==> config.mk <==
export PLATFORM = sky130hd
export DESIGN_NAME = spi_fifo_master
export DESIGN_NICKNAME = d
export VERILOG_FILES = /design/src/rtl/spi_fifo_master_pkg.sv /design/src/rtl/spi_sync_fifo.sv /design/src/rtl/spi_shift_engine.sv /design/src/rtl/spi_cs_drive.sv /design/src/rtl/spi_fifo_master.sv
export SDC_FILE = /design/constraint.sdc
export NUM_CORES = 1
export LEC_CHECK = 0
export BUFFER_PORTS_ARGS = -buffer_cell sky130_fd_sc_hd__clkbuf_2
export CORE_AREA = 2 2 208 210
export CTS_BUF_LIST = sky130_fd_sc_hd__clkbuf_8 sky130_fd_sc_hd__clkbuf_16
export CTS_CLUSTER_SIZE = 40
export DETAILED_ROUTE_END_ITERATION = 6
export DIE_AREA = 0 0 210 212
export MAX_ROUTING_LAYER = met4
export SLEW_MARGIN = 40
export SYNTH_ARGS = -nofsm -noshare
export SYNTH_HDL_FRONTEND = slang
export SYNTH_HIERARCHICAL = 1
export SYNTH_SLANG_ARGS = --single-unit
==> constraint.sdc <==
create_clock -name clk -period 4.62 [get_ports clk]
set_input_delay 0.693 -clock clk [delete_from_list [all_inputs] [get_ports clk]]
set_output_delay 0.693 -clock clk [all_outputs]
set_load 0.1 [all_outputs]
==> src/rtl/spi_fifo_master_pkg.sv <==
package spi_fifo_master_pkg;

  localparam int CS_LINES = 3;

  // control/status bit positions
  localparam int B_CPHA     = 2;
  localparam int B_CPOL     = 3;
  localparam int B_CLR_TX   = 4;
  localparam int B_CLR_RX   = 5;
  localparam int B_POL_ALL  = 6;
  localparam int B_RUN      = 7;
  localparam int B_IE_DONE  = 9;
  localparam int B_IE_NEED  = 10;
  localparam int B_DRAINED  = 16;
  localparam int B_RX_AVAIL = 17;
  localparam int B_TX_ROOM  = 18;
  localparam int B_RX_NEED  = 19;
  localparam int B_RX_FULL  = 20;
  localparam int B_POL_LINE = 21;

  localparam logic [3:0] A_CTRL = 4'h0;
  localparam logic [3:0] A_DATA = 4'h4;
  localparam logic [3:0] A_DIV  = 4'h8;

  typedef struct packed {
    logic [CS_LINES-1:0] pol_line;
    logic                ie_need;
    logic                ie_done;
    logic                run;
    logic                pol_all;
    logic                cpol;
    logic                cpha;
    logic [1:0]          sel;
  } ctrl_t;

endpackage

==> src/rtl/spi_sync_fifo.sv <==
module spi_sync_fifo #(
  parameter int W     = 8,
  parameter int DEPTH = 16
) (
  input  logic                         clk,
  input  logic                         rst,
  input  logic                         clr,
  input  logic                         push,
  input  logic [W-1:0]                 din,
  input  logic                         pop,
  output logic [W-1:0]                 dout,
  output logic                         empty,
  output logic                         full,
  output logic [$clog2(DEPTH+1)-1:0]   count
);
  localparam int PTR_W = $clog2(DEPTH);
  localparam int CNT_W = $clog2(DEPTH+1);
  localparam logic [PTR_W-1:0] PTR_LAST = PTR_W'(DEPTH - 1);

  logic [W-1:0]     mem [DEPTH];
  logic [PTR_W-1:0] wr_ptr, rd_ptr;
  logic             do_push, do_pop;

  assign empty   = (count == '0);
  assign full    = (count == CNT_W'(DEPTH));
  assign do_push = push & ~full;
  assign do_pop  = pop & ~empty;
  assign dout    = mem[rd_ptr];

  function automatic logic [PTR_W-1:0] step(input logic [PTR_W-1:0] p);
    return (p == PTR_LAST) ? '0 : p + 1'b1;
  endfunction

  always_ff @(posedge clk) begin
    if (do_push) mem[wr_ptr] <= din;
  end

  always_ff @(posedge clk) begin
    if (rst || clr) begin
      wr_ptr <= '0;
      rd_ptr <= '0;
      count  <= '0;
    end else begin
      if (do_push) wr_ptr <= step(wr_ptr);
      if (do_pop)  rd_ptr <= step(rd_ptr);
      case ({do_push, do_pop})
        2'b10:   count <= count + 1'b1;
        2'b01:   count <= count - 1'b1;
        default: count <= count;
      endcase
    end
  end

  p_no_overflow_r3: assert property (@(posedge clk) disable iff (rst)
    count <= CNT_W'(DEPTH));

  p_full_drop_r3: assert property (@(posedge clk) disable iff (rst)
    (push && full && !pop && !clr) |=> (count == CNT_W'(DEPTH)));

endmodule

==> src/rtl/spi_shift_engine.sv <==
module spi_shift_engine #(
  parameter int FRAME_W = 8,
  parameter int DIV_W   = 16
) (
  input  logic               clk,
  input  logic               rst,
  input  logic               run,
  input  logic               cpol,
  input  logic               cpha,
  input  logic [DIV_W-1:0]   div,
  input  logic               tx_empty,
  input  logic [FRAME_W-1:0] tx_data,
  output logic               tx_pop,
  input  logic               rx_full,
  output logic               rx_push,
  output logic [FRAME_W-1:0] rx_data,
  input  logic               miso,
  output logic               sclk,
  output logic               mosi,
  output logic               busy
);
  localparam int EDGES = 2 * FRAME_W;
  localparam int IDX_W = $clog2(EDGES);
  localparam logic [IDX_W-1:0] IDX_LAST = IDX_W'(EDGES - 1);

  logic [DIV_W-1:0]   half, cnt;
  logic [IDX_W-1:0]   idx;
  logic [FRAME_W-1:0] tx_sh, rx_sh;
  logic               lead, samp, shft, edge_now, start;

  // phase length: D/2 rounded down, D=1 acts as 2, D=0 is the slowest
  always_comb begin
    if (div == '0)                   half = {1'b1, {(DIV_W-1){1'b0}}};
    else if (div[DIV_W-1:1] == '0)   half = DIV_W'(1);
    else                             half = {1'b0, div[DIV_W-1:1]};
  end

  assign lead     = ~idx[0];
  assign samp     = cpha ? ~lead : lead;
  assign shft     = cpha ? lead : (~lead & (idx != IDX_LAST));
  assign edge_now = busy & (cnt == '0);
  assign start    = run & ~busy & ~tx_empty & ~rx_full;
  assign tx_pop   = start;
  assign rx_push  = run & edge_now & (idx == IDX_LAST);
  assign rx_data  = samp ? {rx_sh[FRAME_W-2:0], miso} : rx_sh;

  always_ff @(posedge clk) begin
    if (rst) begin
      busy  <= 1'b0;
      sclk  <= 1'b0;
      mosi  <= 1'b0;
      cnt   <= '0;
      idx   <= '0;
      tx_sh <= '0;
      rx_sh <= '0;
    end else if (!run) begin
      busy <= 1'b0;
      sclk <= cpol;
      cnt  <= '0;
      idx  <= '0;
    end else if (!busy) begin
      sclk <= cpol;
      if (start) begin
        busy  <= 1'b1;
        cnt   <= half - DIV_W'(1);
        idx   <= '0;
        mosi  <= tx_data[FRAME_W-1];
        tx_sh <= cpha ? tx_data : {tx_data[FRAME_W-2:0], 1'b0};
      end
    end else if (cnt != '0) begin
      cnt <= cnt - DIV_W'(1);
    end else begin
      sclk <= ~sclk;
      cnt  <= half - DIV_W'(1);
      idx  <= idx + 1'b1;
      if (shft) begin
        mosi  <= tx_sh[FRAME_W-1];
        tx_sh <= {tx_sh[FRAME_W-2:0], 1'b0};
      end
      if (samp) rx_sh <= {rx_sh[FRAME_W-2:0], miso};
      if (idx == IDX_LAST) busy <= 1'b0;
    end
  end

  p_stop_r12: assert property (@(posedge clk) disable iff (rst)
    !run |=> !busy);

  p_rx_guard_r13: assert property (@(posedge clk) disable iff (rst)
    rx_push |-> !rx_full);

endmodule

==> src/rtl/spi_cs_drive.sv <==
module spi_cs_drive (
  input  logic clk,
  input  logic rst,
  input  logic hit,
  input  logic act_high,
  output logic line
);
  always_ff @(posedge clk) begin
    if (rst) line <= 1'b1;
    else     line <= hit ? act_high : ~act_high;
  end
endmodule

==> src/rtl/spi_fifo_master.sv <==
module spi_fifo_master
  import spi_fifo_master_pkg::*;
#(
  parameter int DIV_W      = 16,
  parameter int FIFO_DEPTH = 16,
  parameter int NEED_LEVEL = 12,
  parameter int FRAME_W    = 8,
  parameter int ADDR_W     = 4,
  parameter int DATA_W     = 32
) (
  input  logic                clk,
  input  logic                rst,
  input  logic                bus_en,
  input  logic                bus_we,
  input  logic [ADDR_W-1:0]   bus_addr,
  input  logic [DATA_W-1:0]   bus_wdata,
  output logic [DATA_W-1:0]   bus_rdata,
  output logic                irq,
  output logic                sclk,
  output logic                mosi,
  input  logic                miso,
  output logic [CS_LINES-1:0] cs_line
);
  localparam int CNT_W = $clog2(FIFO_DEPTH + 1);

  ctrl_t            ctrl_q;
  logic [DIV_W-1:0] div_q;

  logic wr_ctrl, wr_data, wr_div, rd_any, rd_data;
  logic clr_tx, clr_rx;
  logic tx_empty, tx_full, tx_pop;
  logic rx_empty, rx_full, rx_push;
  logic [FRAME_W-1:0] tx_head, rx_head, rx_word;
  logic [CNT_W-1:0]   tx_count, rx_count;
  logic eng_busy, drained, rx_need;
  logic [DATA_W-1:0] status_word;
  logic wdata_unused, tx_count_unused;

  assign wr_ctrl = bus_en & bus_we & (bus_addr == ADDR_W'(A_CTRL));
  assign wr_data = bus_en & bus_we & (bus_addr == ADDR_W'(A_DATA));
  assign wr_div  = bus_en & bus_we & (bus_addr == ADDR_W'(A_DIV));
  assign rd_any  = bus_en & ~bus_we;
  assign rd_data = rd_any & (bus_addr == ADDR_W'(A_DATA));
  assign clr_tx  = wr_ctrl & bus_wdata[B_CLR_TX];
  assign clr_rx  = wr_ctrl & bus_wdata[B_CLR_RX];
  assign wdata_unused    = ^bus_wdata;
  assign tx_count_unused = ^tx_count;

  spi_sync_fifo #(.W(FRAME_W), .DEPTH(FIFO_DEPTH)) u_tx_fifo (
    .clk(clk), .rst(rst), .clr(clr_tx),
    .push(wr_data), .din(bus_wdata[FRAME_W-1:0]),
    .pop(tx_pop), .dout(tx_head),
    .empty(tx_empty), .full(tx_full), .count(tx_count)
  );

  spi_sync_fifo #(.W(FRAME_W), .DEPTH(FIFO_DEPTH)) u_rx_fifo (
    .clk(clk), .rst(rst), .clr(clr_rx),
    .push(rx_push), .din(rx_word),
    .pop(rd_data), .dout(rx_head),
    .empty(rx_empty), .full(rx_full), .count(rx_count)
  );

  spi_shift_engine #(.FRAME_W(FRAME_W), .DIV_W(DIV_W)) u_engine (
    .clk(clk), .rst(rst), .run(ctrl_q.run), .cpol(ctrl_q.cpol), .cpha(ctrl_q.cpha),
    .div(div_q), .tx_empty(tx_empty), .tx_data(tx_head), .tx_pop(tx_pop),
    .rx_full(rx_full), .rx_push(rx_push), .rx_data(rx_word),
    .miso(miso), .sclk(sclk), .mosi(mosi), .busy(eng_busy)
  );

  assign drained = ctrl_q.run & tx_empty & ~eng_busy;
  assign rx_need = (rx_count >= CNT_W'(NEED_LEVEL));

  always_ff @(posedge clk) begin
    if (rst) begin
      ctrl_q <= '0;
    end else if (wr_ctrl) begin
      ctrl_q.sel      <= bus_wdata[1:0];
      ctrl_q.cpha     <= bus_wdata[B_CPHA];
      ctrl_q.cpol     <= bus_wdata[B_CPOL];
      ctrl_q.pol_all  <= bus_wdata[B_POL_ALL];
      ctrl_q.run      <= bus_wdata[B_RUN];
      ctrl_q.ie_done  <= bus_wdata[B_IE_DONE];
      ctrl_q.ie_need  <= bus_wdata[B_IE_NEED];
      ctrl_q.pol_line <= bus_wdata[B_POL_LINE +: CS_LINES];
    end
  end

  always_ff @(posedge clk) begin
    if (rst)         div_q <= '0;
    else if (wr_div) div_q <= bus_wdata[DIV_W-1:0];
  end

  always_comb begin
    status_word                        = '0;
    status_word[1:0]                   = ctrl_q.sel;
    status_word[B_CPHA]                = ctrl_q.cpha;
    status_word[B_CPOL]                = ctrl_q.cpol;
    status_word[B_POL_ALL]             = ctrl_q.pol_all;
    status_word[B_RUN]                 = ctrl_q.run;
    status_word[B_IE_DONE]             = ctrl_q.ie_done;
    status_word[B_IE_NEED]             = ctrl_q.ie_need;
    status_word[B_DRAINED]             = drained;
    status_word[B_RX_AVAIL]            = ~rx_empty;
    status_word[B_TX_ROOM]             = ~tx_full;
    status_word[B_RX_NEED]             = rx_need;
    status_word[B_RX_FULL]             = rx_full;
    status_word[B_POL_LINE +: CS_LINES] = ctrl_q.pol_line;
  end

  always_ff @(posedge clk) begin
    if (rst) begin
      bus_rdata <= '0;
    end else if (rd_any) begin
      case (bus_addr)
        ADDR_W'(A_CTRL): bus_rdata <= status_word;
        ADDR_W'(A_DATA): bus_rdata <= rx_empty ? '0 : DATA_W'(rx_head);
        ADDR_W'(A_DIV):  bus_rdata <= DATA_W'(div_q);
        default:         bus_rdata <= '0;
      endcase
    end
  end

  always_ff @(posedge clk) begin
    if (rst) irq <= 1'b0;
    else     irq <= (drained & ctrl_q.ie_done) | (rx_need & ctrl_q.ie_need);
  end

  for (genvar k = 0; k < CS_LINES; k++) begin : g_cs
    spi_cs_drive u_cs (
      .clk(clk), .rst(rst),
      .hit(ctrl_q.run & (ctrl_q.sel == 2'(k))),
      .act_high(ctrl_q.pol_all | ctrl_q.pol_line[k]),
      .line(cs_line[k])
    );
  end

  p_rd_empty_zero_r4: assert property (@(posedge clk) disable iff (rst)
    (rd_data && rx_empty) |=> (bus_rdata == '0));

  p_done_irq_r7: assert property (@(posedge clk) disable iff (rst)
    (drained && ctrl_q.ie_done) |=> irq);

endmodule

==> impl_metrics.csv <==
group,metric,value,unit
outcome,status,"completed",
clock_network,clock_latency,0.58,ns
clock_network,cts.sinks,384,
setup_path,cp-start-kind,"flop",
finish,antenna_cells,0,
synth,async_flop_share,0,
hold_path,min_path_type,"in2reg",
finish,final_core_util,0.441,
detailed_routing,viasPerCell,5.59,
placement,hpwl,25600,microns
sta,hold_viol_final,0,
sta,worstMarginPinSlew,0.819,ns
clock_network,cts_buffers,41,
clock_network,clockBufferDepth,3,
synth,yosys_register_bits,384,
synth,synth_edf_count,256,
synth,syn_area,0.0167,sq mm
global_routing,gr-total-overflow,0,
global_routing,grt_pass1_wl,58200,microns
finish,area_growth,12.6,%
sta,finalCriticalPeriod,3.81,ns
finish,drive_gt1_frac,0.193,
synth,yosysWarnings,6,
sta,fin_crit_sh,0.824,
clock_network,cts_resized,0,
run,drv_cap,0,
detailed_routing,vias,10100,
synth,syn_inst,1181,
sta,finClkSkew,0.0250,ns
setup_path,cp.arrival,4.31,ns
sta,hold_slack,0.388,ns
synth,ys_types,82,
pwr,max-vdd-ir-drop,0.000304,V
sta,relSlewSlack,0.454,
floorplanning,num_rows,76,
clock_network,path_clk_slew,0.06,ns
placement,post-place-ws,0.855,ns
detailed_routing,avgRoutedWirePerCell,21.3,microns
synth,ys_seq_area_frac,0.615,
setup_path,cp_max_fo,9,
clock_network,cts_hold_buf,0,
sta,slew_violations,0,
finish,final_nets,1282,
floorplanning,fp.dieW,210,microns
global_routing,antenna_found_initial,0,
clock_network,postCtsSetupRepairBufs,0,
floorplanning,core,0.0425,sq mm
floorplanning,die_h,212,microns
clock_network,cts_max_level,2,
detailed_routing,detail_route.wirelength,38400,microns
sta,layout_setup_ws,0.812,ns
sta,setup_viol,0,
pwr,finalPower,0.00713,W
global_routing,grtUsageTotal,0.178,
detailed_routing,ant_nets,0,
setup_path,cp.required,5.12,ns
detailed_routing,remaining_drc_errors,0,
floorplanning,start_util,0.392,
sta,fmax,0.263,GHz
global_routing,grt_max_degree,53,
sta,rsz0062_at_grt,"false",
pwr,cellLeakagePower,6.48,nW
placement,io_buffers,57,
detailed_routing,first_pass_iters,5,
clock_network,cts_tree,"yes",
floorplanning,die_area,0.0445,sq mm
setup_path,cp-end-kind,"flop",
synth,ys.flop_type,"edfxtp_1",
synth,syn_avg_cell_area,14.1,sq um
sta,finalSetupTns,0,ns
placement,gp_congestion,0.817,
pwr,powerDensity,380,mW/mm^2
global_routing,grt_pass1_vias,9717,
setup_path,path_class,"reg2reg",
detailed_routing,initialDrtViolationCount,706,
clock_network,cts_root_buf,"clkbuf_16",
floorplanning,io_pins,79,
[sequential cells by signal, summed over array words and instances, names as in the netlist, 3 cells and up, named ones only]
name,flops
u_rx_fifo/count,5
u_tx_fifo/mem,128
u_rx_fifo/wr_ptr,4
ctrl_q,11
u_rx_fifo/mem,128
u_engine/cnt,16
u_tx_fifo/wr_ptr,4
bus_rdata,24
u_tx_fifo/rd_ptr,4
u_engine/tx_sh,8
u_engine/idx,4
div_q,16
u_engine/rx_sh,8
u_tx_fifo/count,5
g_cs.u_cs/line,3
u_rx_fifo/rd_ptr,4
[cell usage in the layout, fill, tap and decap left out, types with 10 or more instances in the layout]
| cell type | count |
|---|---|
| a21oi_1 | 69 |
| a22o_1 | 10 |
| a32oi_1 | 17 |
| and2_1 | 12 |
| and3_1 | 19 |
| buf_4 | 16 |
| clkbuf_16 | 41 |
| clkbuf_2 | 57 |
| dfxtp_1 | 125 |
| edfxtp_1 | 256 |
| ha_1 | 20 |
| inv_1 | 36 |
| mux2i_1 | 36 |
| mux4_1 | 14 |
| mux4_2 | 66 |
| nand2_1 | 54 |
| nand2b_1 | 10 |
| nand3_1 | 43 |
| nor2_1 | 56 |
| nor3_1 | 21 |
| o21ai_0 | 41 |
| o21ai_1 | 10 |
| or3_1 | 13 |
| xor2_1 | 22 |
[per-stage QoR]
stage	instance area, sq um	cells
2_1_floorplan	16700	1188
3_3_place_gp	17400	1724
3_5_place_dp	17400	1724
4_1_cts	18800	1798
5_1_grt	18800	1798
6_report	18800	1798
[layer usage]
| metal | track usage | routed length (microns) | vias up |
|---|---|---|---|
| met4 | 0.0570 | 994 | 0 |
| met5 | - | 0 | - |
| met1 | 0.237 | 17300 | 5083 |
| met3 | 0.0275 | 1750 | 62 |
| met2 | 0.281 | 18300 | 223 |
| li1 | - | - | 4691 |
[logic make-up after synthesis]
logic type	Yosys count	synth area share
flip-flops	384	0.615
AND/OR/NAND/NOR	300	0.0980
AO/OA/AOI/OAI	217	0.0863
multiplexers	124	0.138
buffers and inverters	109	0.0328
XOR/XNOR	26	0.0137
adder cells (fa/ha/maj)	20	0.0150
other	1	0.000225
[path summary, 6_finish.rpt]
check	cells past startpoint	endpoint	startpoint	slack (ns)
worst min-delay path	3	div_q[11]	bus_wdata[11]	0.39
worst max-delay path	14	u_rx_fifo/count[2]	u_engine/cnt[6]	0.81
worst max register to register	14	u_rx_fifo/count[2]	u_engine/cnt[6]	0.81
worst min register to register	2	bus_rdata[10]	bus_rdata[10]	0.46
[critical path: stages, from the launching register on]
cell and delay (ns):
dfxtp_1 0.35, nor3_1 0.46, and4_1 0.36, and4_1 0.22, buf_4 0.22, nor2b_1 0.33
o21a_4 0.25, inv_4 0.07, ha_1 0.32, xor2_1 0.19, ha_1 0.25, a21oi_1 0.18
xor2_1 0.10, or3_1 0.31, a21oi_1 0.13
[cells in the mapped netlist, types with 17 or more instances]
library cell	instances	area, sq um
a21oi_1	69	345
xor2_1	23	201
and3_1	19	119
mux4_2	66	1490
nor3_1	21	105
nand2_1	54	203
a32oi_1	17	149
inv_1	24	90.1
dfxtp_1	128	2560
edfxtp_1	256	7690
nand3_1	43	215
nor2_1	60	225
mux2i_1	36	360
o21ai_0	41	205
buf_2	18	90.1
clkbuf_1	38	143
ha_1	20	250
[report_power, final]
| group | switching, W | internal (W) | leakage, nW | total [W] |
|---|---|---|---|---|
| Combinational | 0.000122 | 0.0000318 | 2.36 | 0.000154 |
| Sequential | 0.00000381 | 0.00364 | 3.40 | 0.00365 |
| Clock | 0.00137 | 0.00196 | 0.716 | 0.00333 |
| Total | 0.00150 | 0.00564 | 6.48 | 0.00713 |
[area by class of cell]
| cell class | instances | area (sq um) |
|---|---|---|
| fillers | 3772 | 23700 |
| clock inverters | 30 | 313 |
| well taps | 546 | 683 |
| inverters | 26 | 103 |
| flip-flops and latches | 384 | 10300 |
| repair buffers | 73 | 405 |
| multi-input cells | 695 | 5930 |
| clock buffers | 44 | 1070 |
(Power assumes the default switching activity.)
